--- config.mk ---
export PLATFORM = sky130hd
export DESIGN_NAME = simsamp_seq
export DESIGN_NICKNAME = d
export VERILOG_FILES = /design/src/rtl/simsamp_pkg.sv /design/src/rtl/simsamp_edge.sv /design/src/rtl/simsamp_timer.sv /design/src/rtl/simsamp_rbuf.sv /design/src/rtl/simsamp_seq.sv
export SDC_FILE = /design/constraint.sdc
export NUM_CORES = 1
export LEC_CHECK = 0
export BUFFER_PORTS_ARGS = -buffer_cell sky130_fd_sc_hd__buf_2
export CAP_MARGIN = 20
export CORE_MARGIN = 5
export CORE_UTILIZATION = 45
export DETAILED_ROUTE_END_ITERATION = 8
export PLACE_DENSITY = 0.75
export SYNTH_ARGS = -nofsm -noshare
export SYNTH_HDL_FRONTEND = slang
export SYNTH_SLANG_ARGS = --single-unit
--- constraint.sdc ---
create_clock -name clk -period 5.4 [get_ports clk]
set_clock_uncertainty 0.05 [all_clocks]
set_input_delay 0 -clock clk [delete_from_list [all_inputs] [get_ports clk]]
set_output_delay 0 -clock clk [all_outputs]
set_load 0.02 [all_outputs]
--- src/rtl/simsamp_pkg.sv ---
package simsamp_pkg;

    typedef enum logic [1:0] {
        ST_ACQUIRE = 2'd0,
        ST_READY   = 2'd1,
        ST_CONVERT = 2'd2
    } seq_state_e;

    // Rounds a duration up to whole clock cycles.
    function automatic int unsigned ns_to_cycles(int unsigned mhz, int unsigned ns);
        return (mhz * ns + 999) / 1000;
    endfunction

endpackage

--- src/rtl/simsamp_edge.sv ---
module simsamp_edge #(
    parameter logic RST_VAL = 1'b0
) (
    input  logic clk,
    input  logic rst_n,
    input  logic d,
    output logic rise
);
    logic q;

    always_ff @(posedge clk) begin
        if (!rst_n) q <= RST_VAL;
        else        q <= d;
    end

    assign rise = d & ~q;
endmodule

--- src/rtl/simsamp_timer.sv ---
module simsamp_timer #(
    parameter int unsigned W = 9
) (
    input  logic         clk,
    input  logic         rst_n,
    input  logic         clr,
    input  logic         en,
    output logic [W-1:0] cnt
);
    always_ff @(posedge clk) begin
        if (!rst_n)   cnt <= '0;
        else if (clr) cnt <= '0;
        else if (en)  cnt <= cnt + 1'b1;
    end
endmodule

--- src/rtl/simsamp_rbuf.sv ---
module simsamp_rbuf #(
    parameter int unsigned DEPTH = 4,
    parameter int unsigned W     = 14,
    localparam int unsigned IW   = $clog2(DEPTH)
) (
    input  logic          clk,
    input  logic          rst_n,
    input  logic          wr_en,
    input  logic [IW-1:0] wr_idx,
    input  logic [W-1:0]  wr_data,
    input  logic          ptr_home,
    input  logic          rd_adv,
    input  logic [IW-1:0] last_idx,
    output logic [W-1:0]  rd_data
);
    logic [W-1:0]  words [DEPTH];
    logic [IW-1:0] ptr;

    for (genvar i = 0; i < DEPTH; i++) begin : g_word
        always_ff @(posedge clk) begin
            if (!rst_n)
                words[i] <= '0;
            else if (wr_en && (wr_idx == IW'(i)))
                words[i] <= wr_data;
        end
    end

    always_ff @(posedge clk) begin
        if (!rst_n)
            ptr <= '0;
        else if (ptr_home)
            ptr <= '0;
        else if (rd_adv)
            ptr <= (ptr == last_idx) ? '0 : ptr + 1'b1;
    end

    assign rd_data = words[ptr];
endmodule

--- src/rtl/simsamp_seq.sv ---
module simsamp_seq
    import simsamp_pkg::*;
#(
    parameter int unsigned LANES   = 4,
    parameter int unsigned RES_W   = 14,
    parameter int unsigned CLK_MHZ = 125,
    parameter int unsigned CONV_NS = 3000,
    parameter int unsigned ACQ_NS  = 1000,
    localparam int unsigned LW     = $clog2(LANES)
) (
    input  logic             clk,
    input  logic             rst_n,
    input  logic             cfg_we,
    input  logic [LW-1:0]    cfg_last,
    input  logic             cfg_sel_b,
    input  logic             conv_start,
    input  logic [RES_W-1:0] conv_data,
    input  logic             cs_n,
    input  logic             rd_n,
    output logic             hold,
    output logic             in_sel_b,
    output logic [LW-1:0]    conv_lane,
    output logic             int_n,
    output logic [RES_W-1:0] dout
);
    localparam int unsigned CONV_CYC = ns_to_cycles(CLK_MHZ, CONV_NS);
    localparam int unsigned ACQ_CYC  = ns_to_cycles(CLK_MHZ, ACQ_NS);
    localparam int unsigned TMR_MAX  = (CONV_CYC > ACQ_CYC) ? CONV_CYC : ACQ_CYC;
    localparam int unsigned TMR_W    = $clog2(TMR_MAX + 1);

    seq_state_e         state_q, state_d;
    logic [TMR_W-1:0]   tmr;
    logic               tmr_clr, tmr_en;
    logic               acq_done, conv_done;
    logic               start_edge, rd_rise, rd_strobe;
    logic [LW-1:0]      lane_q;
    logic [LW-1:0]      cfg_last_q;
    logic               sel_b_q;
    logic               int_n_q;
    logic               wr_en, seq_done;
    logic [RES_W-1:0]   rd_word;

    simsamp_edge #(.RST_VAL(1'b0)) u_start_edge (
        .clk(clk), .rst_n(rst_n), .d(conv_start), .rise(start_edge)
    );

    simsamp_edge #(.RST_VAL(1'b1)) u_rd_edge (
        .clk(clk), .rst_n(rst_n), .d(rd_n), .rise(rd_rise)
    );

    assign rd_strobe = rd_rise & ~cs_n;

    simsamp_timer #(.W(TMR_W)) u_timer (
        .clk(clk), .rst_n(rst_n), .clr(tmr_clr), .en(tmr_en), .cnt(tmr)
    );

    assign acq_done  = (tmr == TMR_W'(ACQ_CYC - 1));
    assign conv_done = (tmr == TMR_W'(CONV_CYC - 1));

    // State register
    always_ff @(posedge clk) begin
        if (!rst_n) state_q <= ST_ACQUIRE;
        else        state_q <= state_d;
    end

    // Next-state selection
    always_comb begin
        state_d = state_q;
        unique case (state_q)
            ST_ACQUIRE: if (acq_done) state_d = ST_READY;
            ST_READY:   if (start_edge) state_d = ST_CONVERT;
            ST_CONVERT: if (conv_done && (lane_q == cfg_last_q)) state_d = ST_ACQUIRE;
            default:    state_d = ST_ACQUIRE;
        endcase
    end

    // Outputs and strobes decoded from the state
    always_comb begin
        hold     = 1'b0;
        tmr_en   = 1'b0;
        wr_en    = 1'b0;
        seq_done = 1'b0;
        unique case (state_q)
            ST_ACQUIRE: tmr_en = 1'b1;
            ST_READY:   tmr_en = 1'b0;
            ST_CONVERT: begin
                hold     = 1'b1;
                tmr_en   = 1'b1;
                wr_en    = conv_done;
                seq_done = conv_done && (lane_q == cfg_last_q);
            end
            default: ;
        endcase
        tmr_clr = (state_d != state_q) || wr_en;
    end

    // Lane index
    always_ff @(posedge clk) begin
        if (!rst_n)
            lane_q <= '0;
        else if ((state_q == ST_READY) && start_edge)
            lane_q <= '0;
        else if (wr_en && !seq_done)
            lane_q <= lane_q + 1'b1;
    end

    // Programmed settings, frozen during conversion
    always_ff @(posedge clk) begin
        if (!rst_n) begin
            cfg_last_q <= LW'(LANES - 1);
            sel_b_q    <= 1'b0;
        end else if (cfg_we && (state_q != ST_CONVERT)) begin
            cfg_last_q <= cfg_last;
            sel_b_q    <= cfg_sel_b;
        end
    end

    // Completion flag
    always_ff @(posedge clk) begin
        if (!rst_n)         int_n_q <= 1'b1;
        else if (seq_done)  int_n_q <= 1'b0;
        else if (rd_strobe) int_n_q <= 1'b1;
    end

    simsamp_rbuf #(.DEPTH(LANES), .W(RES_W)) u_rbuf (
        .clk      (clk),
        .rst_n    (rst_n),
        .wr_en    (wr_en),
        .wr_idx   (lane_q),
        .wr_data  (conv_data),
        .ptr_home (seq_done),
        .rd_adv   (rd_strobe),
        .last_idx (cfg_last_q),
        .rd_data  (rd_word)
    );

    assign conv_lane = lane_q;
    assign in_sel_b  = sel_b_q;
    assign int_n     = int_n_q;
    assign dout      = cs_n ? '0 : rd_word;
endmodule

# Word level (Yosys, flattened, before mapping)
# Memory sizes are Yosys's and may differ from the RTL's. A register that Yosys moved wholly into a read port is not among the register bits.
# Cells that the tools add are included.
# op_classes
addsub,3
n_eq_ne,11
n_mux,31
bitwise,11
n_reduce_logical,17
# op_table
operator,n
14-bit 2-to-1 mux,5
1-bit 2-to-1 mux,19
2-bit 2-to-1 mux,6
9-bit by 1-bit adder with 9-bit output (second input constant),1
9-bit by 7-bit == test with 1-bit output (second input constant),1
9-bit == test (second input constant),1
1-bit logical AND,8
2-bit OR reduction,4
2-bit == test (second input constant),3
2-bit one-hot mux with 3 select lines,1
2-bit by 1-bit adder with 2-bit output (second input constant),2
2-bit by 1-bit == test with 1-bit output (second input constant),2
2-bit == test,2
2-bit zero test,2
1-bit NOT,4
1-bit OR,4
1-bit AND,3
2-bit inequality test,1
2-bit inequality test (second input constant),1
2-bit nonzero test,1
1-bit zero test,1
1-bit logical OR,1
# word_totals
register_bits,21
ramBits,56
out_inout_bits,19
mem_count,1
# mem_list
name,depth,word_bits,read_ports,rd_clocked_by_memory_dff,wr,line_no,text
u_rbuf.words,4,14,1,1,4,simsamp_rbuf.sv:16,logic [W-1:0] words [DEPTH];

# Longest topological paths before layout
# logic_depth
ltp_word,7
ltp_mapped,7

# By module
# A second synthesis with hierarchy kept.
# hier_totals
hier_cells,285
hier_area_um2,3673.5
# modules_own_cells
module,instances,cells_per_inst,area_per_inst_um2,seq_area_each_um2
simsamp_rbuf,1,161,2627.5,1761.7
simsamp_seq,1,74,554.3,160.2
simsamp_timer,1,44,411.6,180.2
simsamp_edge,2,3,40.0,20.0

# Worst setup path after synthesis
# OpenSTA, ideal clock, no wires.
# synth_path
kind,register -> register
from,register u_timer.cnt[0]
to,"memory u_rbuf.words[0][0], enable pin"
setup_time_ns,0.361
arrival_ns,1.405
required_ns,4.989
slack_ns,3.585
stages_incl_launch_ff,7
path_buffers,0
synth_period_minus_slack_ns,1.815
cell_sequence,dfxtp_1 -> inv_1 -> ha_1 -> nand4b_2 -> nor3_4 -> nand2_1 -> nand2_1
# synth_rtl
element,line_no,text
from (decl),simsamp_timer.sv:8,output logic [W-1:0] cnt
from (signal assigned),simsamp_timer.sv:13,else if (en) cnt <= cnt + 1'b1;
to (decl),simsamp_rbuf.sv:16,

==> key figures <==
Drt
  • Final Routed Wirelength: 7.04 mm
  • Via/cell ratio: 4.93
  • Routed wire per std cell: 15.3 um
  • Initial drt markers: 64
  • # DRC: 0
  • Final ANT Viol Nets: 0
  • Vias: 2266
  • Drt pass-1 iters: 4

CTS
  • CTS buffer count: 9
  • Setup bufs post-CTS: 0
  • Root Buffer: clkbuf_8
  • H-tree depth: 3
  • Hold buffers post-CTS: 27
  • Post_cts resized: 0
  • Sink count of the clock tree: 79
  • Clk buf depth: 2
  • CTS tree: built
  • Worst-skew pair later-pin latency: 0.34 ns
  • Clock-pin slew on the worst setup and hold paths: 0.08 ns

Die
  • Die area: 10200 sq um
  • DIE WIDTH: 101 um
  • I/O Pins: 42
  • Initial Util: 0.457
  • Num rows: 33
  • Core region area: 8180 sq um
  • Die H: 101 um

Power and ir drop
  • Final Power: 1.18 mW
  • Combinational fraction of design power: 0.069
  • Switching share of power: 0.220
  • Power share of the clock group: 0.357
  • Worst vdd ir: 0.154 mV
  • Sw power: 0.259 mW
  • Sequential share of power: 0.574
  • Leak: 1.74 nW
  • Internal: 0.917 mW
  • Power density over the cells: 265 nW/um^2

Logic synthesis
  • Count leader, synth: and2_1
  • Top cells by area, synth: edfxtp_1 (45%), dfxtp_1 (12%), and2_1 (9.5%), mux4_2 (8.4%), nor2b_1 (2.7%)
  • Top post-synthesis cells by count: and2_1 (57), edfxtp_1 (56), dfxtp_1 (23)
  • Netlist Area Pre-Place: 3740 sq um
  • Dominant cell type by area after synthesis: edfxtp_1
  • Post-Syn Area per Cell: 13.2 sq um
  • Area share of the largest cell type after synthesis: 0.450
  • Seq/Total Area, Yosys: 0.573
  • Synth Instances: 283
  • FF+latch count, synth: 79
  • EDFF count, synth: 56
  • Mapped Nets: 313
  • Ys Warns: 0
  • Post-synth ARST share: 0
  • Count of cell types in the netlist: 40
  • Ys flop type: edfxtp_1

Global routing
  • Total grt overflow: 0
  • Total track usage: 0.151
  • Pin count of the biggest net entering global routing: 19
  • First-pass GRT wire length: 11.8 mm
  • Number of global-route vias before repair: 2486
  • Initial antenna violation count: 0

Finish
  • Share of layout cells above drive strength 1: 0.228
  • Area delta synth->final: 18.8%
  • Final net count: 380
  • Filler Cells Inserted: 702
  • Non-filler instance count after layout: 460
  • Core Util, Final: 0.543
  • Ant diodes: 0

Worst setup path
  • Crit path max-delay cell type: dfxtp_1
  • Critical Path RT: 5.35 ns
  • Worst R2R Path Depth: 5
  • CP Max Fanout: 14
  • Path type of the worst setup path: flop to output pin
  • CP endpoint kind: output pin
  • Critical path arrival: 2.22 ns
  • Largest stage delay, worst path: 0.94 ns
  • Crit start category: flop
  • Cell chain of the critical path: mux4_2 -> nor2b_1 -> buf_2

Timing
  • Fmax: 440 MHz
  • Setup tns final: 0 ns
  • Hold Vio Cnt, Final: 0
  • Final setup vio count: 0
  • Final min period: 2.27 ns
  • Final period util: 0.421
  • Slew headroom: 0.375
  • Tightest hold margin: 0.318 ns
  • Slew @ Worst Pin: 0.937 ns
  • RSZ-0062 raised after global routing: false
  • Final Max Tran Viols: 0

Hold path
  • Hold Crit Class: input pin to flop
  • Hold Path Depth: 5

Placed design
  • DP HPWL: 4.56 mm
  • Routability congestion estimate: 0.745
  • IO Port Bufs: 41
  • Placed cells: 417

Flow run
  • Max cap viols: 0

Outcome
  • Status: completed
metal layers:
layer,share of wire,up-vias,global-route usage
li1,-,1137,-
met1,0.42,1078,0.172
met2,0.53,39,0.272
met3,0.037,12,0.0379
met4,0.017,0,0.0573
met5,0,-,0
state kept, by name, indices dropped and copies added (netlist names), named ones only:
signal / count
cfg_last_q: 2
conv_lane: 2
in_sel_b: 1
int_n: 1
state_q: 2
u_rbuf.ptr: 2
u_rbuf.words: 56
u_rd_edge.q: 1
u_start_edge.q: 1
u_timer.cnt: 9
cells by family after synthesis:
group / after synthesis / share of synthesized area
mux: 16 / 0.0897
buf+inv: 20 / 0.0328
fa+ha+maj: 7 / 0.0234
simple gates: 132 / 0.220
xor+xnor: 12 / 0.0281
compound gates: 17 / 0.0331
flops: 79 / 0.573
stage by stage:
step | setup slack, ns | area, sq um
3_5_place_dp | 3.23 | 3980
4_1_cts | 3.07 | 4440
2_1_floorplan | 3.58 | 3740
3_3_place_gp | 3.34 | 3980
5_1_grt | 2.91 | 4440
6_report | 3.13 | 4440
critical path, delay by kind of cell (launching register included):
kind / cells / cell delay, ns
buffers and inverters: 1 / 0.16
muxes: 1 / 0.62
and+or+nand+nor: 1 / 0.14
DFF: 1 / 0.94
cell usage in the layout, fill, tap and decap left out, types with 4 or more instances in the layout:
cell           count
a21oi_1            4
dfxtp_1           23
clkbuf_8           9
nor2_1             5
and2_1            57
dlygate4sd3_1     27
mux4_2            14
nand2_1           18
nand3_1            7
buf_2             41
and3_4             4
inv_1              8
nor2b_1           16
ha_1               7
xor2_1             5
xnor2_1            7
edfxtp_1          56
o21ai_0            6
nor3_1             9
power groups by stage:
stage | Combinational [mW] | Sequential, mW | Clock, mW
floorplan | 0.0425 | 0.685 | 0
global placement | 0.0635 | 0.689 | 0
detailed placement | 0.0654 | 0.690 | 0
CTS | 0.0813 | 0.676 | 0.424
global route | 0.0887 | 0.678 | 0.458
finish | 0.0813 | 0.676 | 0.420
final cells by class:
| class | count | area (sq um) | share of cell area |
|---|---|---|---|
| timing repair buffer | 68 | 475 | 0.107 |
| tap | 105 | 131 | 0.0296 |
| inverter | 8 | 30.0 | 0.00676 |
| clock buffer | 10 | 128 | 0.0287 |
| sequential | 79 | 2140 | 0.482 |
| multi-input combinational | 184 | 1470 | 0.332 |
| clock inverter | 6 | 61.3 | 0.0138 |
worst paths after layout:
| path | startpoint | end | slack, ns |
|---|---|---|---|
| setup reg to reg | state_q[0]$_SDFF_PN0_ | cfg_last_q[1]$_SDFFE_PN1P_ | 3.15 |
| hold reg to reg | u_rbuf.ptr[0]$_SDFFE_PP0P_ | flop | 0.47 |
| setup / recovery | flop | dout[12] | 3.13 |
| hold / removal | cs_n | int_n$_SDFFE_PN1P_ | 0.32 |
No activity file was read; power rests on OpenSTA's default activity.
